$ cat config.mk
export PLATFORM = sky130hd
export DESIGN_NAME = cmpc_conditioner
export DESIGN_NICKNAME = d
export VERILOG_FILES = /design/src/rtl/cmpc_pkg.sv /design/src/rtl/cmpc_front.sv /design/src/rtl/cmpc_filter.sv /design/src/rtl/cmpc_regs.sv /design/src/rtl/cmpc_conditioner.sv
export SDC_FILE = /design/constraint.sdc
export NUM_CORES = 1
export LEC_CHECK = 0
export ABC_CLOCK_PERIOD_IN_PS = 6950
export BUFFER_PORTS_ARGS = -buffer_cell sky130_fd_sc_hd__buf_2
export CAP_MARGIN = 15
export CORE_MARGIN = 2
export CORE_UTILIZATION = 25
export DETAILED_ROUTE_END_ITERATION = 10
export PLACE_DENSITY = 0.5
export SKIP_CTS_REPAIR_TIMING = 1
export SYNTH_ARGS = -nofsm -noshare
export SYNTH_HDL_FRONTEND = slang
export SYNTH_HIERARCHICAL = 1
export SYNTH_SLANG_ARGS = --single-unit
$ cat constraint.sdc
create_clock -name clk -period 6.95 [get_ports clk]
set_clock_uncertainty 0.05 [all_clocks]
set_input_delay 1.39 -clock clk [delete_from_list [all_inputs] [get_ports clk]]
set_output_delay 1.39 -clock clk [all_outputs]
set_load 0.05 [all_outputs]
$ cat src/rtl/cmpc_pkg.sv
package cmpc_pkg;
  typedef enum logic [2:0] {
    FM_PASS  = 3'b000,
    FM_IMMED = 3'b100,
    FM_AFTER = 3'b101,
    FM_LOW   = 3'b110,
    FM_HIGH  = 3'b111
  } filt_mode_e;

  localparam int A_CTRL  = 0;
  localparam int A_LEVEL = 1;
  localparam int A_FLAGS = 2;
  localparam int A_IRQEN = 3;
  localparam int A_DMAEN = 4;

  // Reserved codes and the bypass bit collapse to pass-through.
  function automatic filt_mode_e decode_mode(input logic [2:0] code, input logic byp);
    if (byp) return FM_PASS;
    case (code)
      3'b100, 3'b101, 3'b110, 3'b111: return filt_mode_e'(code);
      default: return FM_PASS;
    endcase
  endfunction
endpackage

$ cat src/rtl/cmpc_front.sv
module cmpc_front #(
  parameter int SYNC_STAGES = 2
) (
  input  logic clk,
  input  logic rst,
  input  logic raw,
  input  logic invert,
  input  logic stage_en,
  output logic sel
);
  logic [SYNC_STAGES-1:0] chain_q;
  logic                   stage_q;
  logic                   pol;

  assign pol = chain_q[SYNC_STAGES-1] ^ invert;

  always_ff @(posedge clk) begin
    if (rst) begin
      chain_q <= '0;
      stage_q <= 1'b0;
    end else begin
      chain_q[0] <= raw;
      for (int i = 1; i < SYNC_STAGES; i++) chain_q[i] <= chain_q[i-1];
      stage_q <= pol;
    end
  end

  assign sel = stage_en ? stage_q : pol;
endmodule

$ cat src/rtl/cmpc_filter.sv
module cmpc_filter
  import cmpc_pkg::*;
#(
  parameter int LEN_W = 12
) (
  input  logic             clk,
  input  logic             rst,
  input  logic             sel,
  input  filt_mode_e       mode,
  input  logic [LEN_W-1:0] len,
  output logic             out_q,
  output logic             rise,
  output logic             fall
);
  logic [LEN_W-1:0] cnt_q, cnt_d;
  logic             nxt;

  always_comb begin
    nxt   = out_q;
    cnt_d = '0;
    case (mode)
      FM_IMMED: begin
        if (len == '0) nxt = sel;
        else if (cnt_q != '0) cnt_d = cnt_q - 1'b1;
        else if (sel != out_q) begin
          nxt   = sel;
          cnt_d = len - 1'b1;
        end
      end
      FM_AFTER: begin
        if (sel != out_q) begin
          if ({1'b0, cnt_q} + 1'b1 >= {1'b0, len}) nxt = sel;
          else cnt_d = cnt_q + 1'b1;
        end
      end
      FM_LOW:  nxt = 1'b0;
      FM_HIGH: nxt = 1'b1;
      default: nxt = sel;
    endcase
  end

  always_ff @(posedge clk) begin
    if (rst) begin
      out_q <= 1'b0;
      cnt_q <= '0;
    end else begin
      out_q <= nxt;
      cnt_q <= cnt_d;
    end
  end

  assign rise = nxt & ~out_q;
  assign fall = ~nxt & out_q;

  // lockout window freezes the output
  a_r5_lockout_hold: assert property (@(posedge clk) disable iff (rst)
    (mode == FM_IMMED && cnt_q != '0) |=> $stable(out_q));
  // no change until a full window has been counted
  a_r6_no_early_change: assert property (@(posedge clk) disable iff (rst)
    (mode == FM_AFTER && len > 1 && cnt_q == '0) |=> $stable(out_q));
  // forced levels
  a_r7_forced_low: assert property (@(posedge clk) disable iff (rst)
    (mode == FM_LOW) |=> !out_q);
  a_r7_forced_high: assert property (@(posedge clk) disable iff (rst)
    (mode == FM_HIGH) |=> out_q);
endmodule

$ cat src/rtl/cmpc_regs.sv
module cmpc_regs
  import cmpc_pkg::*;
#(
  parameter  int LEN_W  = 12,
  parameter  int DAC_W  = 8,
  parameter  int ADDR_W = 3,
  localparam int DATA_W = LEN_W + 19
) (
  input  logic              clk,
  input  logic              rst,
  input  logic              wr_en,
  input  logic [ADDR_W-1:0] wr_addr,
  input  logic [DATA_W-1:0] wr_data,
  input  logic [ADDR_W-1:0] rd_addr,
  output logic [DATA_W-1:0] rd_data,
  input  logic              rise_evt,
  input  logic              fall_evt,
  output logic [LEN_W-1:0]  flt_len,
  output logic [2:0]        flt_code,
  output logic              stage_en,
  output logic              invert,
  output logic              flt_byp,
  output logic              irq,
  output logic              dma_req
);
  localparam int MODE_LSB  = LEN_W;
  localparam int STAGE_BIT = LEN_W + 3;
  localparam int INV_BIT   = LEN_W + 4;
  localparam int BYP_BIT   = LEN_W + 5;

  logic [DATA_W-1:0] ctrl_q;
  logic [DAC_W-1:0]  level_q;
  logic [1:0]        flags_q, ien_q, den_q, clr;
  logic [DATA_W-1:0] rd_d;
  logic              flag_wr;

  assign flag_wr = wr_en && (wr_addr == ADDR_W'(A_FLAGS));
  assign clr     = flag_wr ? wr_data[1:0] : 2'b00;

  always_comb begin
    case (rd_addr)
      ADDR_W'(A_CTRL):  rd_d = ctrl_q;
      ADDR_W'(A_LEVEL): rd_d = DATA_W'(level_q);
      ADDR_W'(A_FLAGS): rd_d = DATA_W'(flags_q);
      ADDR_W'(A_IRQEN): rd_d = DATA_W'(ien_q);
      ADDR_W'(A_DMAEN): rd_d = DATA_W'(den_q);
      default:          rd_d = '0;
    endcase
  end

  always_ff @(posedge clk) begin
    if (rst) begin
      ctrl_q  <= '0;
      level_q <= '0;
      flags_q <= '0;
      ien_q   <= '0;
      den_q   <= '0;
      rd_data <= '0;
    end else begin
      if (wr_en && wr_addr == ADDR_W'(A_CTRL))  ctrl_q  <= wr_data;
      if (wr_en && wr_addr == ADDR_W'(A_LEVEL)) level_q <= wr_data[DAC_W-1:0];
      if (wr_en && wr_addr == ADDR_W'(A_IRQEN)) ien_q   <= wr_data[1:0];
      if (wr_en && wr_addr == ADDR_W'(A_DMAEN)) den_q   <= wr_data[1:0];
      flags_q <= (flags_q & ~clr) | {fall_evt, rise_evt};
      rd_data <= rd_d;
    end
  end

  assign flt_len  = ctrl_q[LEN_W-1:0];
  assign flt_code = ctrl_q[MODE_LSB +: 3];
  assign stage_en = ctrl_q[STAGE_BIT];
  assign invert   = ctrl_q[INV_BIT];
  assign flt_byp  = ctrl_q[BYP_BIT];
  assign irq      = |(flags_q & ien_q);
  assign dma_req  = |(flags_q & den_q);

  // flags only drop through a write to the flag register
  a_r9_sticky: assert property (@(posedge clk) disable iff (rst)
    !flag_wr |=> ((flags_q & $past(flags_q)) == $past(flags_q)));
  // hardware set beats a simultaneous clear
  a_r9_rise_wins: assert property (@(posedge clk) disable iff (rst)
    rise_evt |=> flags_q[0]);
  a_r9_fall_wins: assert property (@(posedge clk) disable iff (rst)
    fall_evt |=> flags_q[1]);
endmodule

$ cat src/rtl/cmpc_conditioner.sv
module cmpc_conditioner
  import cmpc_pkg::*;
#(
  parameter  int LEN_W       = 12,
  parameter  int DAC_W       = 8,
  parameter  int ADDR_W      = 3,
  parameter  int SYNC_STAGES = 2,
  localparam int DATA_W      = LEN_W + 19
) (
  input  logic              clk,
  input  logic              rst,
  input  logic              cmp_raw,
  input  logic              wr_en,
  input  logic [ADDR_W-1:0] wr_addr,
  input  logic [DATA_W-1:0] wr_data,
  input  logic [ADDR_W-1:0] rd_addr,
  output logic [DATA_W-1:0] rd_data,
  output logic              cond_out,
  output logic              irq,
  output logic              dma_req
);
  logic [LEN_W-1:0] flt_len;
  logic [2:0]       flt_code;
  logic             stage_en, invert, flt_byp, sel, rise, fall;
  filt_mode_e       mode;

  assign mode = decode_mode(flt_code, flt_byp);

  cmpc_regs #(.LEN_W(LEN_W), .DAC_W(DAC_W), .ADDR_W(ADDR_W)) u_regs (
    .clk(clk), .rst(rst), .wr_en(wr_en), .wr_addr(wr_addr), .wr_data(wr_data),
    .rd_addr(rd_addr), .rd_data(rd_data), .rise_evt(rise), .fall_evt(fall),
    .flt_len(flt_len), .flt_code(flt_code), .stage_en(stage_en),
    .invert(invert), .flt_byp(flt_byp), .irq(irq), .dma_req(dma_req));

  cmpc_front #(.SYNC_STAGES(SYNC_STAGES)) u_front (
    .clk(clk), .rst(rst), .raw(cmp_raw), .invert(invert),
    .stage_en(stage_en), .sel(sel));

  cmpc_filter #(.LEN_W(LEN_W)) u_filter (
    .clk(clk), .rst(rst), .sel(sel), .mode(mode), .len(flt_len),
    .out_q(cond_out), .rise(rise), .fall(fall));
endmodule

Word level (Yosys, flattened, before mapping)
Index checks and enable logic that the tools add are counted.
{ "classes": {"add_sub_neg": 4, "magnitude_cmp": 1, "eq_ne": 17, "mux": 19, "bitwise": 10, "reduce_logical": 12} }
{ "ops": {"columns": ["operator", "count"], "rows": [
  ["$pmux 31 s5", 1],
  ["$mux 12", 5],
  ["$eq 3x3->1 const B", 10],
  ["$pmux 12 s2", 1],
  ["$sub 12x1->12 const B", 2],
  ["$add 12x1->13 const B", 1],
  ["$ge 13x12->1", 1],
  ["$add 12x1->12 const B", 1],
  ["$eq 3x2->1 const B", 4],
  ["$logic_not 12->1", 1],
  ["$reduce_bool 12->1", 1],
  ["$mux 3", 3],
  ["$mux 1", 7],
  ["$and 2x2->2", 3],
  ["$eq 3x1->1 const B", 2],
  ["$logic_not 3->1", 2],
  ["$logic_and 1x1->1", 5],
  ["$pmux 1 s4", 1],
  ["$reduce_or 2->1", 2],
  ["$reduce_or 4->1", 1],
  ["$and 1x1->1", 2],
  ["$mux 2", 1],
  ["$not 1->1", 2],
  ["$not 2->2", 1],
  ["other kinds (3)", 3]
]} }
{ "totals": {"ff_bits": 92, "input_bits": 41, "wordCells": 73} }

Logic depth before layout (Yosys ltp)
Gate-level depths: netlist of run 1.
{ "depth": {"ltp_word": 10, "mapped_depth": 16} }

Modules after synthesis
Netlist of run 1, hierarchy kept.
{ "by_module_without_submodules": {"columns": ["module", "n_inst", "cells_per_inst", "area_per_inst_um2", "seq_area_each_um2"], "rows": [
  ["cmpc_regs", 1, 291, 2745.1, 1521.5],
  ["cmpc_filter", 1, 214, 1636.6, 260.2],
  ["cmpc_front", 1, 9, 98.8, 60.1],
  ["cmpc_conditioner", 1, 3, 28.8, 0.0]
]} }

Least setup slack after synthesis of run 1
OpenSTA, ideal clock, no wires.
{ "synth_path": {"path_kind": "register -> register", "startpoint": "register u_filter.cnt_q[2]", "endpoint": "register u_regs.flags_q[1]", "arrival_time_ns": 2.521, "required_time_ns": 6.767, "setup_slack_ns": 4.247, "stages_incl_launch_ff": 15, "path_buffers": 1, "synth_period_minus_slack_ns": 2.703, "cell_sequence": "dfxtp_1 buf_2 and4_4 nand4_4 nor2_1 xor2_1 ha_1 a21o_1 a21oi_1 o21a_1 o21ai_1 nor3b_2 o31a_1 nor2_1 a311oi_1"} }
{ "synth_between": {"elab_chain_len": 8, "word_cells_on_any_way": 11} }
{ "synth_lines": {"columns": ["item", "line_no", "source"], "rows": [
  ["from (decl)", "cmpc_filter.sv:15", "logic [LEN_W-1:0] cnt_q, cnt_d;"],
  ["from (signal assigned)", "cmpc_filter.sv:48", "cnt_q <= cnt_d;"],
  ["$add 12x1->13", "cmpc_filter.sv:32", "if ({1'b0, cnt_q} + 1'b1 >= {1'b0, len}) nxt = sel;"],
  ["$ge 13x12->1", "cmpc_filter.sv:32", null],
  ["$mux 1", "cmpc_filter.sv:32", null],
  ["$mux 1", "cmpc_filter.sv:31", "if (sel != out_q) begin"],
  ["$pmux 1 s4 (*)", "cmpc_filter.sv:21", "case (mode)"],
  ["$not 1->1 (*)", "cmpc_filter.sv:53", "assign fall = ~nxt & out_q;"],
  ["$and 1x1->1 (*)", "cmpc_filter.sv:53", null],
  ["named net fall", "cmpc_conditioner.sv:24", "logic stage_en, invert, flt_byp, sel, rise, fall;"],
  ["$or 2x2->2 (*)", "cmpc_regs.sv:64", "flags_q <= (flags_q & ~clr) | {fall_evt, rise_evt};"],
  ["to (signal assigned)", "cmpc_regs.sv:64", null],
  ["to (decl)", "cmpc_regs.sv:33", "logic [1:0] flags_q, ien_q, den_q, clr;"]
]} }
The timed path passes the listed nets; every way through them passes the cells marked *.
A chain may end at the register's enable or synchronous reset.

Final worst setup path of run 1
{ "layout_path": {"startpoint": "register u_filter.cnt_q[2]", "endpoint": "register u_filter.cnt_q[8]"} }
{ "layout_between": {"elab_chain_len": 5, "word_cells_on_any_way": 10} }
{ "layout_lines": {"columns": ["item", "line_no"], "rows": [
  ["$add 12x1->13", "cmpc_filter.sv:32"],
  ["$ge 13x12->1", "cmpc_filter.sv:32"],
  ["$mux 12", "cmpc_filter.sv:32"],
  ["$mux 12", "cmpc_filter.sv:31"],
  ["$pmux 12 s2 (*)", "cmpc_filter.sv:21"]
]} }
Every way passes the cells marked *; elsewhere a longest branch is shown, timed or not.

==> impl_metrics.csv, run 1 <==
group,metric,value,unit
route,viasPerCell,4.538,
synth,post_synth_and_or_nand_nor_area_fraction,25.64,%
setup_path,path_class,"reg2reg",
route,num_vias,3621,
die,fp-row-count,49,
timing,slew_headroom,35.10,%
finish,area_growth,17.43,%
outcome,outcome,"finished, final reports clean",
finish,n_antenna_cell,0,
setup_path,r2r_start,"u_filter/cnt_q[2]",
setup_path,crit_family,"compound AO/OA/AOI/OAI gates",
route,firstDrtPassIters,4,
global_route,antenna_found_initial,0,
synth,synth_cells,517,
synth,yosysUniqueCellTypes,62,
power_and_ir_drop,p_sw,0.0002796,W
clocking,cts_sinks,92,
setup_path,r2r_slack,3.75,ns
power_and_ir_drop,p_int,0.0008691,W
setup_path,crit_arrival,3.38,ns
timing,max_slew.worst_pin.slew,0.9663,ns
setup_path,crit_top_cell,"nor2_1",
clocking,cts_tree,"built",
global_route,grt_max_degree,56,
route,ant_nets,0,
timing,tns,0,ns
min_path,hp-class,"reg2reg",
timing,finalHoldViolCount,0,
timing,min_period,3.203,ns
synth,syn_nets,573,
setup_path,reg2reg_to,"u_filter/cnt_q[8]",
synth,syn_area,4509,sq um
die,die_x,138.3,um
clocking,path_clk_slew,0.07,ns
setup_path,cp.required,7.13,ns
global_route,grt.total_usage,11.32,%
synth,synth_adder_area_share,4.162,%
clocking,clkLatencyLatePin,0.34,ns
power_and_ir_drop,p_per_area,216.9,nW/um^2
synth,synth_warnings,6,
synth,synth_xor_xnor_area_share,5.244,%
route,wl_per_cell,13.45,um
place,gp_congestion,0.8567,
finish,drive_gt1_share,19.86,%
place,hpwlAfterDp,7.904,mm
power_and_ir_drop,leakage,2.160,nW
clocking,cts_buffers,9,
timing,grt_setup_unrepaired,"false",
synth,synthMuxAreaShare,5.189,%
route,route.detailed.drc,0,
synth,synth_area_per_cell,8.722,sq um
setup_path,worst-path-buf-inv,1,
setup_path,cp-start-kind,"register",
synth,synth_top_family_by_area,"simple AND/OR/NAND/NOR gates",
min_path,min_from,"u_regs/ctrl_q[24]",
setup_path,crit_chain,"and4_4 -> nand3_1 -> nor2_1 -> nand4_1 -> xor2_1 -> inv_1 -> ha_1 -> o2111ai_1 -> o2111ai_2 -> nor2_1 -> o32a_1",
job,cap_violations,0,
power_and_ir_drop,swShare,24.34,%
route,drt-total-wl,10.73,mm
die,die_h,138.3,um
setup_path,slowest_delay,0.55,ns
power_and_ir_drop,peakVddDrop,0.0001113,V
global_route,grt_pass1_vias,3628,
synth,seq_area_frac_synth,40.84,%
die,ioPinCount,75,
die,core_area,17840,sq um
die,dieArea,19130,sq um
setup_path,cp_slowest_cell,"o2111ai_2",
synth,synthFlopType,"dfxtp_1",
setup_path,reg2reg_depth,11,
power_and_ir_drop,p_seq_share,47.3,%
global_route,grt_pass1_wl,17.79,mm
place,port_buffers,74,
finish,finalNetCount,621,
setup_path,cp_max_fo,13,
min_path,hold_depth,2,
route,drt_iter0_markers,149,
setup_path,endpoint_kind,"register",
timing,clock.fmax,0.3122,GHz
clocking,cts_root_buffer,"clkbuf_16",
synth,synth_compound_gate_area_share,11.71,%
clocking,clockBufferDepth,2,
synth,synth-edff-count,0,
timing,fin_crit_sh,46.09,%
synth,ys_seq_elements,92,
synth,synthArstFlopShare,0,%
timing,slew_viol_final,0,
min_path,hold_path_end,"u_regs/ctrl_q[24]",
power_and_ir_drop,pwr-share-comb,8.8,%
clocking,h-tree-depth,3,
timing,setup_viol,0,
die,initial_core_util,25.28,%
power_and_ir_drop,p_clk_share,43.9,%
power_and_ir_drop,design_power_total,0.001149,W
global_route,gr-total-overflow,0,
-- synth_stat cells, types with 9 or more instances --
cell,number,area [sq um]
a21oi_1,40,200.2
and2_1,26,162.7
buf_4,15,112.6
clkbuf_1,13,48.80
dfxtp_1,92,1842
ha_1,15,187.7
inv_1,20,75.07
mux2i_1,20,200.2
nand2_1,77,289.0
nand2b_1,10,62.56
nor2_1,40,150.1
o21ai_0,12,60.06
o21ai_1,9,45.04
xnor2_1,18,157.7
xor2_1,9,78.83
-- power by group through the flow --
stage          logic [W]  registers (W)  clock network, W
6_report        0.000102       0.000543          0.000504
2_1_floorplan  0.0000689       0.000554                 0
5_1_grt         0.000113       0.000544          0.000537
3_5_place_dp    0.000100       0.000555                 0
4_1_cts         0.000101       0.000543          0.000520
3_3_place_gp   0.0000997       0.000555                 0
-- state kept, by name (all words and copies together), names as in the netlist, 2 cells and up --
register and cells:
u_regs/ctrl_q 31, u_regs/rd_data 31, u_filter/cnt_q 12, u_regs/level_q 8, u_front/chain_q 2, u_regs/den_q 2, u_regs/flags_q 2, u_regs/ien_q 2
-- worst register-to-register path, delay by kind of cell, from the launching register on --
kind / cells / cell delay (ns)
fa+ha+maj: 1 / 0.30
flops: 1 / 0.54
xor+xnor: 1 / 0.24
simple gates: 5 / 0.88
buf+inv: 1 / 0.07
compound gates: 3 / 1.03
-- cell type report --
cell class                 instances  area, sq um
fill                            1883        12550
clock inverter                     5        66.31
inverter                          20        75.07
tap                              229        286.5
sequential                        92         1842
multi-input combinational        364         2366
timing repair buffer              78        420.4
clock buffer                      10        239.0
-- kinds of logic after synthesis --
group,after synthesis
buffers and inverters,61
muxes,23
and+or+nand+nor,212
AOI/OAI and AO/OA,87
adders and majority gates,15
xor gates and xnor gates,27
DFF,92
-- cell usage in the layout (no fill, tap or decap), types with 3 or more instances in the layout --
cell	n
xor2_1	9
nand2b_1	10
ha_1	15
buf_4	3
o22ai_1	3
inv_1	20
buf_2	74
dfxtp_1	92
nand4_1	4
a311oi_1	3
o21ai_0	12
nor2b_1	6
xnor2_1	18
a21o_1	3
or3_1	3
o21ai_1	9
nor2_1	40
nor3_1	8
mux2i_1	20
a22o_1	3
nand2_1	77
nor4_1	4
a21oi_1	40
clkbuf_16	9
and2_1	26
nand4b_1	4
nand3_1	6
-- metrics by stage --
step / instance area (sq um) / utilization [%] / hold WS, ns / setup WS [ns] / std cells
finish: 5295 / 29.68 / 0.4003 / 3.747 / 798
global route: 5295 / 29.68 / 0.4200 / 3.473 / 798
CTS: 5268 / 29.53 / 0.4039 / 3.765 / 797
detailed placement: 4962 / 27.81 / 0.3916 / 3.748 / 782
global placement: 4962 / 27.81 / 0.3727 / 3.759 / 782
floorplan: 4509 / - / 0.3638 / 4.247 / 517
-- worst max path at each step --
stage	endpoint	slack [ns]	start	cells past startpoint
detailed placement	u_filter/cnt_q[8]	3.75	rst	5
global route	u_regs/flags_q[0]	3.47	u_filter/cnt_q[0]	12
finish	u_filter/cnt_q[8]	3.75	u_filter/cnt_q[2]	11
CTS	u_filter/cnt_q[8]	3.76	u_filter/cnt_q[2]	11
floorplan	u_regs/flags_q[1]	4.25	u_filter/cnt_q[2]	14
global placement	u_filter/cnt_q[8]	3.76	rst	5
-- per-layer routing --
| metal | global-route usage (%) | up-vias | share of wire (%) |
|---|---|---|---|
| met5 | 0 | - | 0 |
| met4 | 3.330 | 0 | 1.3 |
| met3 | 2.806 | 9 | 3.6 |
| met2 | 19.25 | 68 | 48 |
| met1 | 14.22 | 1705 | 47 |
| li1 | - | 1839 | - |
Power figures use the tool's default switching activity.
==> run 2: changes to the inputs <==
--- a/config.mk
+++ b/config.mk
@@ -5,7 +5,8 @@
 export SDC_FILE = /design/constraint.sdc
 export NUM_CORES = 1
 export LEC_CHECK = 0
-export ABC_CLOCK_PERIOD_IN_PS = 6950
+export ABC_AREA = 1
+export ABC_CLOCK_PERIOD_IN_PS = 2950
 export BUFFER_PORTS_ARGS = -buffer_cell sky130_fd_sc_hd__buf_2
 export CAP_MARGIN = 15
 export CORE_MARGIN = 2
==> constraint.sdc (replaced) <==
create_clock -name clk -period 2.95 [get_ports clk]
set_clock_uncertainty 0.05 [all_clocks]
set_input_delay 0.59 -clock clk [delete_from_list [all_inputs] [get_ports clk]]
set_output_delay 0.59 -clock clk [all_outputs]
set_load 0.05 [all_outputs]
==> run 2 against run 1 <==
Against the previous run: worst setup slack worse by 3.5 ns; largest power group unchanged; critical endpoint is now u_regs/flags_q[0]; synthesized cell count is 21% higher; non-clock buffer count down 1.
==> impl_metrics.csv, run 2 <==
group,metric,value,unit
setup_path,r2r_start,"u_filter/cnt_q[0]",
setup_path,r2r_slack,0.26,ns
global_route,grt_pass1_vias,3816,
global_route,grt_pass1_wl,19.50,mm
place,port_buffers,74,
global_route,grt_max_degree,54,
synth,syn_area,4721,sq um
place,hpwlAfterDp,8.366,mm
timing,finalHoldViolCount,0,
synth,synth_area_per_cell,7.529,sq um
finish,area_growth,15.77,%
setup_path,critPathLaunch,"u_filter/cnt_q[0]",
setup_path,reg2reg_depth,20,
timing,min_period,2.694,ns
power_and_ir_drop,design_power_total,0.002749,W
synth,synthTopCellsByArea,"dfxtp_1 (39%), nand2_1 (7.8%), inv_1 (6.0%)",
die,ioPinCount,75,
clocking,h-tree-depth,3,
synth,syn_nets,683,
route,route.detailed.drc,0,
setup_path,cp.required,3.18,ns
die,fp-row-count,50,
finish,final_common_cell,"nand2_1",
route,drt-total-wl,11.65,mm
synth,synthFlopType,"dfxtp_1",
synth,synth_cells,627,
route,num_vias,3973,
timing,fin_crit_sh,91.31,%
finish,top_regs,"u_regs/ctrl_q x31, u_regs/rd_data x31, u_filter/cnt_q x12",
setup_path,crit_arrival,2.92,ns
setup_path,cp_max_fo,4,
synth,synth-edff-count,0,
synth,synthArstFlopShare,0,%
timing,clock.fmax,0.3712,GHz
setup_path,crit_end,"u_regs/flags_q[0]",
global_route,grt.total_usage,12.15,%
timing,grt_setup_unrepaired,"false",
clocking,cts_sinks,92,
setup_path,path_class,"reg2reg",
timing,tns,0,ns
route,ant_nets,0,
finish,mostFrequentLayoutCells,"nand2_1 (98), dfxtp_1 (88), inv_1 (76)",
min_path,hp-class,"reg2reg",
power_and_ir_drop,leakage,2.383,nW
clocking,cts_tree,"built",
synth,yosysTopAreaCell,"dfxtp_1",
synth,ys_seq_elements,92,
synth,seq_area_frac_synth,39.01,%
global_route,gr-total-overflow,0,
setup_path,endpoint_kind,"register",
setup_path,reg2reg_to,"u_regs/flags_q[0]",
die,die_x,141.4,um
setup_path,cp-start-kind,"register",
finish,drive_gt1_share,21.93,%
synth,yosysUniqueCellTypes,35,
timing,max_slew.worst_pin.slew,0.7016,ns
power_and_ir_drop,peakVddDrop,0.0002402,V
route,drt_iter0_markers,228,
timing,slew_viol_final,0,
die,initial_core_util,25.32,%
clocking,clockBufferDepth,2,
job,cap_violations,0,
finish,n_antenna_cell,0,
clocking,clkLatencyLatePin,0.35,ns
finish,finalNetCount,735,
place,gp_congestion,0.8328,
route,viasPerCell,4.328,
synth,synth_top_cell_area_share,39.01,%
outcome,outcome,"finished, final reports clean",
die,dieArea,20000,sq um
global_route,antenna_found_initial,0,
clocking,path_clk_slew,0.07,ns
synth,synth_warnings,6,
power_and_ir_drop,p_per_area,503.0,nW/um^2
synth,yosysMostFrequentCell,"nand2_1",
clocking,cts_buffers,9,
die,core_area,18640,sq um
die,die_h,141.4,um
timing,slew_headroom,53.23,%
route,firstDrtPassIters,4,
timing,setup_viol,0,
route,wl_per_cell,12.69,um
clocking,cts_root_buffer,"clkbuf_16",
synth,ys_top_cells_by_count,"nand2_1 (98), dfxtp_1 (92), inv_1 (76)",
[run 2: cell types whose count changed in the layout (fill, tap and decap cells not counted), sizes merged, moves of 20 or more]
cell   previous run  this run
nand3             6        31
nor3             10        30
and2             26         0
inv              23        84
mux2i            20         0
o21ai            21        53
nor2             40        81
nand2            77       104
[run 2: area by class of cell]
type / count / area (sq um)
fill: 2043 / 13180
tap: 234 / 292.8
multi-input combinational: 413 / 2296
timing repair buffer: 77 / 405.4
clock inverter: 6 / 60.06
clock buffer: 10 / 239.0
inverter: 86 / 325.3
sequential: 92 / 1847
[run 2: where the power goes]
| group | switching (W) | internal, W |
|---|---|---|
| Sequential | 0.0000200 | 0.00127 |
| Clock | 0.000547 | 0.000611 |
| Combinational | 0.000205 | 0.0000958 |
| Total | 0.000772 | 0.00198 |
[run 2: worst max-delay path: stages (launching register included)]
cell	delay [ns]
dfxtp_2	0.36
ha_2	0.19
nand2_1	0.10
nor2_4	0.14
nand4_4	0.11
nor2_2	0.12
xor2_1	0.15
inv_1	0.07
ha_1	0.29
a21oi_1	0.13
nor2_1	0.05
nor2_1	0.08
o21a_1	0.15
nand2_1	0.08
nand2_1	0.06
nand3_1	0.06
nand2_1	0.09
nand2_1	0.07
nor2_1	0.10
inv_1	0.05
a21oi_1	0.12
[run 2: worst min path at each step]
stage	start	end	slack, ns	depth (start not counted)
after floorplan	u_front/chain_q[0]	u_front/chain_q[1]	0.34	2
after global placement	u_front/chain_q[0]	u_front/chain_q[1]	0.36	2
after detailed placement	u_front/chain_q[0]	u_front/chain_q[1]	0.35	2
after CTS	u_front/chain_q[0]	u_front/chain_q[1]	0.36	2
after global routing	u_front/chain_q[0]	u_front/chain_q[1]	0.38	2
final	u_front/chain_q[0]	u_front/chain_q[1]	0.35	2
[run 2: per-layer routing]
| layer | part of all wire (%) | routed length (um) | vias to the layer above | GRT usage (%) |
|---|---|---|---|---|
| met3 | 3.3 | 390 | 12 | 2.261 |
| li1 | - | - | 2116 | - |
| met1 | 50 | 5854 | 1781 | 16.39 |
| met5 | 0 | 0 | - | 0 |
| met4 | 1.4 | 161 | 0 | 4.105 |
| met2 | 45 | 5245 | 64 | 19.57 |
[run 2: cell families (layout without fill, tap and decap cells)]
kind of cell    count (synthesis)  count (layout)  synth area share (%)
simple gates                  261             261                 27.41
compound gates                115             115                 12.51
buf+inv                       122             179                 12.85
flops                          92              92                 39.01
fa+ha+maj                      15              15                 3.976
xor+xnor                       22              22                 4.241
[run 2: per-stage QoR]
| step | hold slack [ns] | utilization [%] | cells | worst slack, ns | instance area [sq um] |
|---|---|---|---|---|---|
| finish | 0.3550 | 29.32 | 918 | 0.2564 | 5465 |
| global route | 0.3789 | 29.32 | 918 | 0.001178 | 5465 |
| CTS | 0.3587 | 29.16 | 918 | 0.1713 | 5436 |
| detailed placement | 0.3460 | 27.56 | 902 | 0.1807 | 5137 |
| global placement | 0.3571 | 27.56 | 902 | 0.2938 | 5137 |
| floorplan | 0.3383 | - | 627 | 0.4864 | 4721 |
